File: config.mk
export PLATFORM = sky130hd
export DESIGN_NAME = clkgen_strap_frontend
export DESIGN_NICKNAME = d
export VERILOG_FILES = /design/src/rtl/clkstrap_pkg.sv /design/src/rtl/strap_sampler.sv /design/src/rtl/strap_decoder.sv /design/src/rtl/oe_sequencer.sv /design/src/rtl/clkgen_strap_frontend.sv
export SDC_FILE = /design/constraint.sdc
export NUM_CORES = 1
export LEC_CHECK = 0
export CAP_MARGIN = 20
export CORE_AREA = 2 2 39 41
export CTS_CLUSTER_DIAMETER = 40
export DETAILED_ROUTE_END_ITERATION = 12
export DIE_AREA = 0 0 41 43
export DONT_BUFFER_PORTS = 1
export GPL_ROUTABILITY_DRIVEN = 0
export PLACE_DENSITY_LB_ADDON = 0.05
export SLEW_MARGIN = 20
export SYNTH_ARGS = -nofsm -noshare
export SYNTH_HDL_FRONTEND = slang
export SYNTH_SLANG_ARGS = --single-unit
File: constraint.sdc
create_clock -name clk -period 2.4 [get_ports clk]
set_input_delay 0.12 -clock clk [delete_from_list [all_inputs] [get_ports clk]]
set_output_delay 0.12 -clock clk [all_outputs]
set_load 0.01 [all_outputs]
File: src/rtl/clkstrap_pkg.sv
package clkstrap_pkg;
   typedef logic [1:0] lvl_t;
   localparam lvl_t LVL_LOW  = 2'b00;
   localparam lvl_t LVL_HIGH = 2'b01;
   localparam lvl_t LVL_MID  = 2'b10;
   localparam lvl_t LVL_BAD  = 2'b11;

   typedef enum logic [1:0] {
      MODE_OFF = 2'b00,
      MODE_8M  = 2'b01,
      MODE_10M = 2'b10
   } mode_e;

   localparam int unsigned NUM_STRAP  = 5;
   localparam int unsigned IDX_SPR_HI = 0;
   localparam int unsigned IDX_SPR_LO = 1;
   localparam int unsigned IDX_XTAL   = 2;
   localparam int unsigned IDX_SUPPLY = 3;
   localparam int unsigned IDX_MODE   = 4;

   // 1 = three-level strap (default mid), 0 = two-level strap (default low)
   localparam logic [NUM_STRAP-1:0] TRI_MASK = 5'b10010;
endpackage

File: src/rtl/strap_sampler.sv
module strap_sampler #(
   parameter int unsigned            N        = 5,
   parameter logic [N-1:0]           TRI_SEL  = '0
) (
   input  logic           clk,
   input  logic           rst_n,
   input  logic [2*N-1:0] raw_i,
   output logic [2*N-1:0] held_o
);
   import clkstrap_pkg::*;

   for (genvar g = 0; g < N; g++) begin : g_strap
      lvl_t raw_lvl;
      lvl_t norm_lvl;
      lvl_t cap_q;

      assign raw_lvl = raw_i[2*g +: 2];

      if (TRI_SEL[g]) begin : g_tri
         assign norm_lvl = (raw_lvl == LVL_BAD) ? LVL_MID : raw_lvl;
      end else begin : g_two
         assign norm_lvl = (raw_lvl == LVL_HIGH) ? LVL_HIGH : LVL_LOW;
      end

      always_ff @(posedge clk) begin
         if (!rst_n) cap_q <= norm_lvl;
      end

      assign held_o[2*g +: 2] = cap_q;
   end
endmodule

File: src/rtl/strap_decoder.sv
module strap_decoder #(
   parameter int unsigned SPREAD_W = 3
) (
   input  clkstrap_pkg::lvl_t          spr_hi_i,
   input  clkstrap_pkg::lvl_t          spr_lo_i,
   input  clkstrap_pkg::lvl_t          xtal_i,
   input  clkstrap_pkg::lvl_t          supply_i,
   input  clkstrap_pkg::lvl_t          mode_i,
   output logic [SPREAD_W-1:0]         spread_o,
   output logic                        xtal_alt_o,
   output logic                        supply_alt_o,
   output clkstrap_pkg::mode_e         mode_o
);
   import clkstrap_pkg::*;

   logic [SPREAD_W-1:0] lo_step;
   logic [SPREAD_W-1:0] hi_base;

   always_comb begin
      unique case (spr_lo_i)
         LVL_LOW:  lo_step = SPREAD_W'(1);
         LVL_HIGH: lo_step = SPREAD_W'(2);
         default:  lo_step = '0;
      endcase
      hi_base  = (spr_hi_i == LVL_HIGH) ? SPREAD_W'(3) : '0;
      spread_o = hi_base + lo_step;
   end

   assign xtal_alt_o   = (xtal_i == LVL_HIGH);
   assign supply_alt_o = (supply_i == LVL_HIGH);

   always_comb begin
      unique case (mode_i)
         LVL_LOW:  mode_o = MODE_OFF;
         LVL_HIGH: mode_o = MODE_10M;
         default:  mode_o = MODE_8M;
      endcase
   end
endmodule

File: src/rtl/oe_sequencer.sv
module oe_sequencer #(
   parameter int unsigned N        = 5,
   parameter int unsigned GATE_IDX = 4,
   parameter int unsigned OE_DELAY = 2
) (
   input  logic         clk,
   input  logic         rst_n,
   input  logic         gate_off_i,
   output logic         lock_o,
   output logic [N-1:0] oe_o
);
   localparam int unsigned CNT_W = $clog2(OE_DELAY + 1);
   localparam logic [CNT_W-1:0] CNT_END = CNT_W'(OE_DELAY);

   logic             lock_q;
   logic [CNT_W-1:0] cnt_q;
   logic [N-1:0]     oe_mask;

   always_ff @(posedge clk) begin
      if (!rst_n) begin
         lock_q <= 1'b0;
         cnt_q  <= '0;
      end else begin
         lock_q <= 1'b1;
         if (lock_q && cnt_q != CNT_END) cnt_q <= cnt_q + 1'b1;
      end
   end

   always_comb begin
      oe_mask           = '1;
      oe_mask[GATE_IDX] = ~gate_off_i;
   end

   assign lock_o = lock_q;
   assign oe_o   = (lock_q && cnt_q == CNT_END) ? oe_mask : '0;
endmodule

File: src/rtl/clkgen_strap_frontend.sv
module clkgen_strap_frontend #(
   parameter int unsigned SPREAD_W = 3,
   parameter int unsigned OE_DELAY = 2
) (
   input  logic                clk,
   input  logic                rst_n,
   input  logic [1:0]          strap_spr_hi_i,
   input  logic [1:0]          strap_spr_lo_i,
   input  logic [1:0]          strap_xtal_i,
   input  logic [1:0]          strap_supply_i,
   input  logic [1:0]          strap_mode_i,
   output logic [SPREAD_W-1:0] spread_o,
   output logic                xtal_alt_o,
   output logic                supply_alt_o,
   output logic [1:0]          mode_o,
   output logic [4:0]          pad_oe_o
);
   import clkstrap_pkg::*;

   localparam int unsigned RAW_W = 2 * NUM_STRAP;

   if (SPREAD_W < 3) begin : g_bad_spread_w
      $error("SPREAD_W must hold codes up to 5");
   end
   if (OE_DELAY < 1) begin : g_bad_oe_delay
      $error("OE_DELAY must be at least 1");
   end

   logic [RAW_W-1:0]    raw_bus;
   logic [RAW_W-1:0]    held_bus;
   logic [SPREAD_W-1:0] dec_spread;
   logic                dec_xtal;
   logic                dec_supply;
   mode_e               dec_mode;
   logic                lock;

   logic [SPREAD_W-1:0] spread_q;
   logic                xtal_q;
   logic                supply_q;
   mode_e               mode_q;

   always_comb begin
      raw_bus = '0;
      raw_bus[2*IDX_SPR_HI +: 2] = strap_spr_hi_i;
      raw_bus[2*IDX_SPR_LO +: 2] = strap_spr_lo_i;
      raw_bus[2*IDX_XTAL   +: 2] = strap_xtal_i;
      raw_bus[2*IDX_SUPPLY +: 2] = strap_supply_i;
      raw_bus[2*IDX_MODE   +: 2] = strap_mode_i;
   end

   strap_sampler #(
      .N       (NUM_STRAP),
      .TRI_SEL (TRI_MASK)
   ) u_sampler (
      .clk    (clk),
      .rst_n  (rst_n),
      .raw_i  (raw_bus),
      .held_o (held_bus)
   );

   strap_decoder #(
      .SPREAD_W (SPREAD_W)
   ) u_decoder (
      .spr_hi_i     (held_bus[2*IDX_SPR_HI +: 2]),
      .spr_lo_i     (held_bus[2*IDX_SPR_LO +: 2]),
      .xtal_i       (held_bus[2*IDX_XTAL   +: 2]),
      .supply_i     (held_bus[2*IDX_SUPPLY +: 2]),
      .mode_i       (held_bus[2*IDX_MODE   +: 2]),
      .spread_o     (dec_spread),
      .xtal_alt_o   (dec_xtal),
      .supply_alt_o (dec_supply),
      .mode_o       (dec_mode)
   );

   // Configuration registers load once, on the first edge out of reset
   always_ff @(posedge clk) begin
      if (!rst_n) begin
         spread_q <= '0;
         xtal_q   <= 1'b0;
         supply_q <= 1'b0;
         mode_q   <= MODE_8M;
      end else if (!lock) begin
         spread_q <= dec_spread;
         xtal_q   <= dec_xtal;
         supply_q <= dec_supply;
         mode_q   <= dec_mode;
      end
   end

   oe_sequencer #(
      .N        (NUM_STRAP),
      .GATE_IDX (IDX_MODE),
      .OE_DELAY (OE_DELAY)
   ) u_oe_seq (
      .clk        (clk),
      .rst_n      (rst_n),
      .gate_off_i (mode_q == MODE_OFF),
      .lock_o     (lock),
      .oe_o       (pad_oe_o)
   );

   assign spread_o     = spread_q;
   assign xtal_alt_o   = xtal_q;
   assign supply_alt_o = supply_q;
   assign mode_o       = mode_q;
endmodule

# Word level (Yosys, flattened, before mapping)
# Index checks and enable logic that the tools add are counted.
# totals
regBits	20
inputBits	12
output_inout_bits	12
word_cells	39
# op_classes
addsub	2
eq_ne	12
n_mux	8
bitwise_logic	1
n_reduce_logical	5
# ops
cell	n
$eq A2 B1 Y1 const B	8
$pmux W2 S2	2
$eq A2 B2 Y1 const B	3
$logic_not A2 Y1	3
$mux W5	1
$mux W1	4
$add A3 B2 Y3	1
$add A2 B1 Y2 const B	1
$logic_and A1 B1 Y1	2
$mux W2	1
$ne A2 B2 Y1 const B	1
$not A1 Y1	1

# Longest topological paths before layout
# Gate-level depths: netlist of run 1.
# depth
word_depth	3
depth_mapped	5
depth_no_buf	5

# Modules after synthesis
# A second synthesis of run 1 with hierarchy kept.
# unflattened
cells_unflattened	70
area_unflattened_um2	819.5
# modules_own_cells
module	n_inst	cells_per_inst	area_each_um2	seq_area_each_um2
strap_sampler	1	19	301.5	210.2
clkgen_strap_frontend	1	23	266.5	140.1
oe_sequencer	1	16	155.1	60.1
strap_decoder	1	12	96.3	0.0

# Worst setup path before layout of run 1
# OpenSTA, ideal clock, no wires.
# synth_timing
kind	reg-to-reg
start	reg u_sampler.g_strap[0].cap_q[0]
end	reg spread_q[1] (netlist: spread_o[1])
setup_time_ns	0.128
arrival_ns	1.201
required_time_ns	2.272
path_slack_ns	1.071
path_stages_with_launch	5
n_path_buf	0
period_less_slack_ns	1.329
path_cell_list	edfxtp_1 ha_1 fa_1 mux2i_1 nor2_1
# synth_between
elab_chain_cells	3
# synth_lines
item	line	rtl
start: declaration	strap_sampler.sv:15	lvl_t cap_q;
start signal: assignment	strap_sampler.sv:26	if (!rst_n) cap_q <= norm_lvl;
$eq A2 B1 Y1	strap_decoder.sv:25	hi_base = (spr_hi_i == LVL_HIGH) ? SPREAD_W'(3) : '0;
$mux W2	strap_decoder.sv:25	
$add A3 B2 Y3	strap_decoder.sv:26	spread_o = hi_base + lo_step;
net dec_spread[1]	clkgen_strap_frontend.sv:31	logic [SPREAD_W-1:0] dec_spread;
end signal: assignment	clkgen_strap_frontend.sv:83	spread_q <= dec_spread;
end: declaration	clkgen_strap_frontend.sv:37	logic [SPREAD_W-1:0] spread_q;
# The timed path passes the listed nets, and every way through them passes these cells.
# A chain may end at the register's enable or synchronous reset.

# Final worst setup path of run 1
# layout_timing
start	reg u_oe_seq.lock_q (netlist: u_oe_seq.lock_o)
end	out pad_oe_o[4]
# layout_between
elab_chain_cells	2
# layout_lines
item	line	rtl
start: declaration	oe_sequencer.sv:15	logic lock_q;
start signal: assignment	oe_sequencer.sv:21	lock_q <= 1'b0;
start signal: assignment	oe_sequencer.sv:24	lock_q <= 1'b1;
$logic_and A1 B1 Y1	oe_sequencer.sv:35	assign oe_o = (lock_q && cnt_q == CNT_END) ? oe_mask : '0;
$mux W5	oe_sequencer.sv:35	
end: declaration	clkgen_strap_frontend.sv:16	output logic [4:0] pad_oe_o
# Every way passes these cells.

==> results by group, run 1 <==
Run status
  – Result of the run: finished clean

Logic synthesis
  – Count of distinct cell types in the synthesized netlist: 20
  – Post-synth EDFFs: 7
  – Primary flip-flop cell chosen by synthesis mapping: dfxtp_1
  – Instance count of the mapped netlist: 58
  – Flip-flop and latch count after synthesis: 17
  – Top cells by count, synth: 10 x dfxtp_1, 7 x edfxtp_1, 7 x nor2b_1, 6 x mux2i_1, 6 x nor2_1
  – Post-synth design cell area: between 700 and 800 um^2
  – Post-synthesis sequential area ratio: 0.583
  – Post-synth ARST share: 0
  – Average cell area after synthesis: 12.1 um^2
  – Number of synthesis warnings: 0
  – Most common cell in the netlist: dfxtp_1
  – Total nets after synthesis: 73
  – Cell taking the most area after synthesis: edfxtp_1
  – Share of the synthesized area in the top cell type: 0.298
  – Top post-synthesis cells by area: edfxtp_1 30%, dfxtp_1 28%, mux2i_1 8.5%

Layout
  – Proportion of layout cells with a drive suffix above 1: 0.0678
  – Core Util, Final: 0.534
  – Count of fill cells added during filler insertion: approximately 130
  – Final net count: 75
  – Area growth from synthesis to layout: 4.97%
  – Diode count: 0

Global route
  – Remaining global-route overflow: 0
  – Global-route wire length before repair: 1.44 mm
  – Met3 track utilization from global routing: 0.0524
  – GRT busiest layer: met2
  – Largest net degree at the start of global routing: 13
  – Overall routing resource usage: 0.122
  – Met2 Resource Use GR: 0.225
  – Met1 usage in global routing: 0.118
  – Number of global-route vias before repair: around 380
  – Antenna violations before repair: 0

Hold path
  – Hold path cells: 2
  – Worst Hold Path EP: mode_o[1]$_SDFFE_PN0N_
  – Hold path start: rst_n
  – Worst min-delay path category: in2reg

Die
  – Starting Density: 0.509
  – Die area: ~0.0018 mm^2
  – Die Span X: between 40 and 50 um
  – Top-level I/O count: 24
  – Floorplan row count: 14
  – Die height: 43 um
  – Placeable core region: 0.00138 mm^2

Drt
  – Vias per cell: 5.17
  – ANT nets after route: 0
  – Initial DRT Pass Iterations: 2
  – Average wire per cell in the routed design: 12.3 um
  – DR DRC count: 0
  – Via count of the routed design: 388
  – Initial drt markers: 1
  – Final wirelength: 922 um

Critical path
  – Worst reg-to-reg path cell count: 4
  – Endpoint of the worst register-to-register path: spread_o[1]$_SDFFE_PN0N_
  – Setup crit end kind: primary output
  – Startpoint kind of the worst setup timing path: flop
  – Crit-path max FO: 12
  – Cell-by-cell listing of the critical path: and2_4 > o21a_1
  – Critical path data required time: approximately 2.3 ns
  – Worst Path Class, Setup: reg2out
  – Reg2Reg Launch Point: u_sampler.g_strap[0].cap_q[0]$_DFFE_PN_
  – Cell type of the slowest stage on the worst timing path: dfxtp_1
  – Crit path DAT: 1.42 ns
  – Setup slack of the worst register-to-register path: 1.02 ns
  – CP max stage delay: about 0.64 ns

Place
  – Port buffer count: 0

Power and ir drop
  – Worst supply voltage drop on vdd: 0.394 mV
  – Cell Pwr Density: 728 mW/mm^2
  – Combinational cell fraction of total power: 0.096
  – Leakage Power: 0.304 nW
  – Switching power of the nets: 0.122 mW
  – Clock Power Share: 0.263
  – Internal Dissipation: ~0.42 mW
  – Share of power burned in registers: 0.641
  – Switching power share of the total: 0.227

Clock tree
  – Number of buffers created by CTS: 3
  – Number of sinks handled by clock tree synthesis: 17
  – Clock transition time at the flip-flop clock pins of the worst setup and hold paths: approximately 0.09 ns
  – Level count of the clock H-tree: 1
  – Post-CTS setup-driven buffer insertion count: 0
  – Buffer depth of the longest clock path: 2
  – Clock tree from TritonCTS: done
  – Root buffer cell: clkbuf_4
  – Clock Latency Late Sink: 0.27 ns

STA
  – Worst slew slack as a fraction of its limit: 0.672
  – Number of max-slew violations in the final report: 0
  – Final setup violating endpoints: 0
  – Unrepaired setup endpoints after global routing: false
  – Minimum clock period: 1.54 ns
  – Sum Neg Setup Slack: 0 ns
  – Worst-margin pin slew: 0.491 ns
  – Clock skew after layout: about 0.0016 ns
  – Number of hold-slack violations in the final timing report: 0
  – Final critical-path share of the clock period: 0.644
  – Peak Freq: 647 MHz

Flow run
  – Max Cap Viol: 0
-- stage by stage --
stage,instances,worst slack [ns],instance area (um^2),hold slack (ns),power [mW]
3_5_place_dp,68,1.01,683,0.148,0.402
4_1_cts,75,0.820,739,0.00215,0.549
5_1_grt,75,0.715,739,0.00184,0.572
3_3_place_gp,68,1.06,683,0.148,0.395
2_1_floorplan,58,1.07,704,0.148,0.396
6_report,75,0.855,739,0.00747,0.538
-- layer usage --
layer | wire [um] | share of wire
met5 | 0 | 0
met4 | 0 | 0
met3 | 82 | 0.089
met2 | 443 | 0.48
met1 | 396 | 0.43
-- worst max-delay path by stage --
stage                               end  slack [ns]                                    start  cells past startpoint
6_report                    pad_oe_o[4]        0.86                  u_oe_seq.lock_o$_DFF_P_                      2
5_1_grt                     pad_oe_o[4]        0.72                  u_oe_seq.lock_o$_DFF_P_                      2
4_1_cts                     pad_oe_o[4]        0.82                  u_oe_seq.lock_o$_DFF_P_                      2
3_5_place_dp   spread_o[1]$_SDFFE_PN0N_        1.01  u_sampler.g_strap[0].cap_q[0]$_DFFE_PN_                      4
3_3_place_gp   spread_o[1]$_SDFFE_PN0N_        1.06  u_sampler.g_strap[0].cap_q[0]$_DFFE_PN_                      4
2_1_floorplan  spread_o[1]$_SDFFE_PN0N_        1.07  u_sampler.g_strap[0].cap_q[0]$_DFFE_PN_                      4
-- state kept, by name, indices dropped and copies added (netlist names) --
signal	cells
mode_o	2
spread_o	3
supply_alt_o	1
u_oe_seq.cnt_q	2
u_oe_seq.lock_o	1
u_sampler.g_strap.cap_q	7
xtal_alt_o	1
-- cells by family (layout without fill, tap and decap cells) --
kind of cell	after synthesis	after routing	share of synthesized area
fa+ha+maj	3	3	0.0639
compound gates	4	4	0.0426
buf+inv	8	9	0.0693
flops	17	17	0.583
mux	6	6	0.0853
simple gates	20	20	0.156
-- power by group through the flow --
stage	registers (mW)	clock network (mW)	logic [mW]
5_1_grt	0.349	0.163	0.0609
3_3_place_gp	0.351	0	0.0446
3_5_place_dp	0.353	0	0.0489
2_1_floorplan	0.346	0	0.0509
6_report	0.345	0.141	0.0519
4_1_cts	0.346	0.150	0.0531
-- cell type report --
class	count	area, um^2	share of cell area
sequential	17	410	0.555
multi-input combinational	33	245	0.332
timing repair buffer	3	30.0	0.0406
clock buffer	4	26.3	0.0355
tap	16	20.0	0.0271
inverter	2	7.51	0.0102
-- critical path: cells and delay by family (launching register included) --
kind               cells  cell delay, ns
AOI/OAI and AO/OA      1            0.19
DFF                    1            0.64
and+or+nand+nor        1            0.33
-- what timing repair did --
item | CTS | global route
hold buffers | 3 | 0
resized for setup | 0 | 0
endpoints found under the hold margin | 6 | 0
-- cell usage in the layout, fill, tap and decap left out, drive strengths merged --
| master | instances |
|---|---|
| o211a | 1 |
| nand2 | 3 |
| edfxtp | 7 |
| and2 | 1 |
| o21ai | 1 |
| clkbuf | 4 |
| ha | 2 |
| dlygate4sd3 | 3 |
| dfxtp | 10 |
| o31ai | 1 |
| mux2i | 6 |
| nand4bb | 1 |
| nor2b | 7 |
| nor2 | 6 |
| nand3 | 1 |
| o21a | 1 |
| inv | 2 |
| fa | 1 |
| nand3b | 1 |
Power figures use the tool's default switching activity.
==> run 2, diff against run 1 <==
Settings changed: CORE_AREA 2 2 39 41 to default, CORE_MARGIN from default to 2, CORE_UTILIZATION from default to 52, DIE_AREA 0 0 41 43 to default.
Clock period 2.4 ns to 1.4 ns, I/O delays scaled along.
==> results by group, run 2 (synthesized netlist as in run 1, its figures left out) <==
Layout
  – Largest register by flop count: u_sampler.g_strap.cap_q (unchanged)
  – Most frequent cells in the layout: 10 x dfxtp_1, 9 x dlygate4sd3_1, 7 x nor2b_1, 7 x edfxtp_1 (was 10 x dfxtp_1, 7 x nor2b_1, 7 x edfxtp_1)
  – Post-route cell area: 821 um^2 (was 739 um^2)
  – Diode count: 0 (unchanged)
  – Core Util, Final: 0.639 (was 0.534)
  – Proportion of layout cells with a drive suffix above 1: 0.103 (was 0.0678)
  – Area growth from synthesis to layout: 16.5% (was 4.97%)
  – Largest register FFs: 7 (unchanged)
  – Final net count: 84 (was 75)
  – Count of non-filler cells in the finished layout: 83 (was 75)
  – Leading cell type in the layout, fill and taps excluded: dfxtp_1 (unchanged)

STA
  – Final setup violating endpoints: 0 (unchanged)
  – Minimum clock period: between 1 and 1.5 ns
  – Worst hold slack: 0.0264 ns (was 0.00747 ns)
  – Final critical-path share of the clock period: 0.989
  – Worst slew slack as a fraction of its limit: 0.735 (was 0.672)
  – Number of max-slew violations in the final report: 0 (unchanged)
  – Sum Neg Setup Slack: 0 ns (unchanged)
  – Worst-margin pin slew: 0.397 ns (was 0.491 ns)
  – Final worst-path setup slack: 0.0152 ns (was 0.855 ns)
  – Number of hold-slack violations in the final timing report: 0 (unchanged)
  – Peak Freq: just over 700 MHz
  – Unrepaired setup endpoints after global routing: true (was false)
  – Clock skew after layout: 0.00106 ns (was 0.00163 ns)

Die
  – Top-level I/O count: 24 (unchanged)
  – Die area: 0.00167 mm^2 (was 0.00176 mm^2)
  – Floorplan row count: 13 (was 14)
  – Starting Density: 0.548 (was 0.509)
  – Die Span X: 40.8 um (was 41 um)
  – Die height: 40.8 um (was 43 um)
  – Placeable core region: 0.00128 mm^2 (was 0.00138 mm^2)

Global route
  – Global-route wire length before repair: 1.60 mm (was 1.44 mm)
  – Largest net degree at the start of global routing: 13 (unchanged)
  – Number of global-route vias before repair: 391 (was 378)
  – Antenna violations before repair: 0 (unchanged)
  – Overall routing resource usage: 0.154 (was 0.122)
  – Remaining global-route overflow: 0 (unchanged)

Place
  – Cells after DPL: 70 (was 68)
  – HPWL after detailed placement: 771 um
  – Placed Instance Area: 704 um^2 (was 683 um^2)
  – Port buffer count: 0 (unchanged)
  – Post-place setup slack: -0.0102 ns (was 1.01 ns)

Critical path
  – Startpoint kind of the worst setup timing path: flop (unchanged)
  – Worst Path Class, Setup: reg2reg (was reg2out)
  – Crit-path max FO: 2 (was 12)
  – Crit path DAT: 1.55 ns (was 1.42 ns)
  – Setup slack of the worst register-to-register path: 0.02 ns (was 1.02 ns)
  – Critical path data required time: 1.56 ns (was 2.28 ns)
  – Worst reg-to-reg path cell count: 5 (was 4)
  – Setup crit end kind: flop (was primary output)

Power and ir drop
  – Worst supply voltage drop on vdd: 0.649 mV (was 0.394 mV)
  – Final Total Pwr: 0.955 mW (was 0.538 mW)
  – Cell Pwr Density: 1160 mW/mm^2 (was 728 mW/mm^2)
  – Leakage Power: 0.347 nW (was 0.304 nW)

Hold path
  – Hold path cells: 1 (was 2)
  – Worst min-delay path category: in2reg (unchanged)

Drt
  – Final wirelength: 1.03 mm (was 922 um)
  – Initial drt markers: 1 (unchanged)
  – Initial DRT Pass Iterations: 2 (unchanged)
  – DR DRC count: 0 (unchanged)
  – Via count of the routed design: 434 (was 388)
  – Vias per cell: 5.23 (was 5.17)
  – ANT nets after route: 0 (unchanged)
  – Average wire per cell in the routed design: 12.4 um (was 12.3 um)

Clock tree
  – Level count of the clock H-tree: 1 (unchanged)
  – Clock Latency Late Sink: 0.28 ns (was 0.27 ns)
  – Clock transition time at the flip-flop clock pins of the worst setup and hold paths: 0.09 ns (about the same)
  – Buffer depth of the longest clock path: 2 (unchanged)
  – Post-CTS setup-driven buffer insertion count: 0 (unchanged)
  – Cells resized by post-CTS repair: 0 (unchanged)
  – Root buffer cell: clkbuf_4 (unchanged)
  – Number of sinks handled by clock tree synthesis: 17 (unchanged)
  – Number of buffers created by CTS: 3 (unchanged)
  – Clock tree from TritonCTS: done (unchanged)

Flow run
  – Max Cap Viol: 0 (unchanged)

Run status
  – Result of the run: finished clean (unchanged)
==> run 2: layout make-up <==
cell class	instances	area, um^2
Fill cell	93	464
Tap cell	15	18.8
Sequential cell	17	410
Clock buffer	4	26.3
Timing Repair Buffer	12	113
Multi-Input combinational cell	33	245
Inverter	2	7.51
==> run 2: final timing paths <==
check,start,endpoint
max,u_sampler.g_strap[1].cap_q[1]$_SDFFCE_PN1N_,spread_o[1]$_SDFFE_PN0N_
min,strap_spr_hi_i[0],u_sampler.g_strap[0].cap_q[0]$_DFFE_PN_
max reg2reg,u_sampler.g_strap[1].cap_q[1]$_SDFFCE_PN1N_,spread_o[1]$_SDFFE_PN0N_
min reg2reg,u_sampler.g_strap[4].cap_q[1]$_SDFFCE_PN1N_,mode_o[1]$_SDFFE_PN0N_
==> run 2: per-layer routing <==
metal / wire length [um] / share of wire / GRT usage
met1: 428 / 0.41 / 0.174
met2: 565 / 0.55 / 0.266
met3: 40 / 0.039 / 0.0380
met4: 0 / 0 / 0.0750
met5: 0 / 0 / 0
==> run 2: what timing repair did <==
item,in CTS,in global routing
endpoints found under the setup margin,1,1
hold endpoints to repair,12,0
pin swaps,1,0
hold buffers,9,0
==> run 2: power by group <==
group | switching, mW | total, mW | internal [mW]
clock network | 0.137 | 0.247 | 0.110
registers | 0.0306 | 0.588 | 0.557
logic | 0.0546 | 0.120 | 0.0658
total | 0.222 | 0.955 | 0.733
==> run 2: worst max-delay path: stages, from the launching register on <==
cell and delay (ns):
edfxtp_1 0.39, nor2_1 0.12, ha_1 0.16, fa_1 0.42, mux2i_1 0.14, nor2_1 0.05
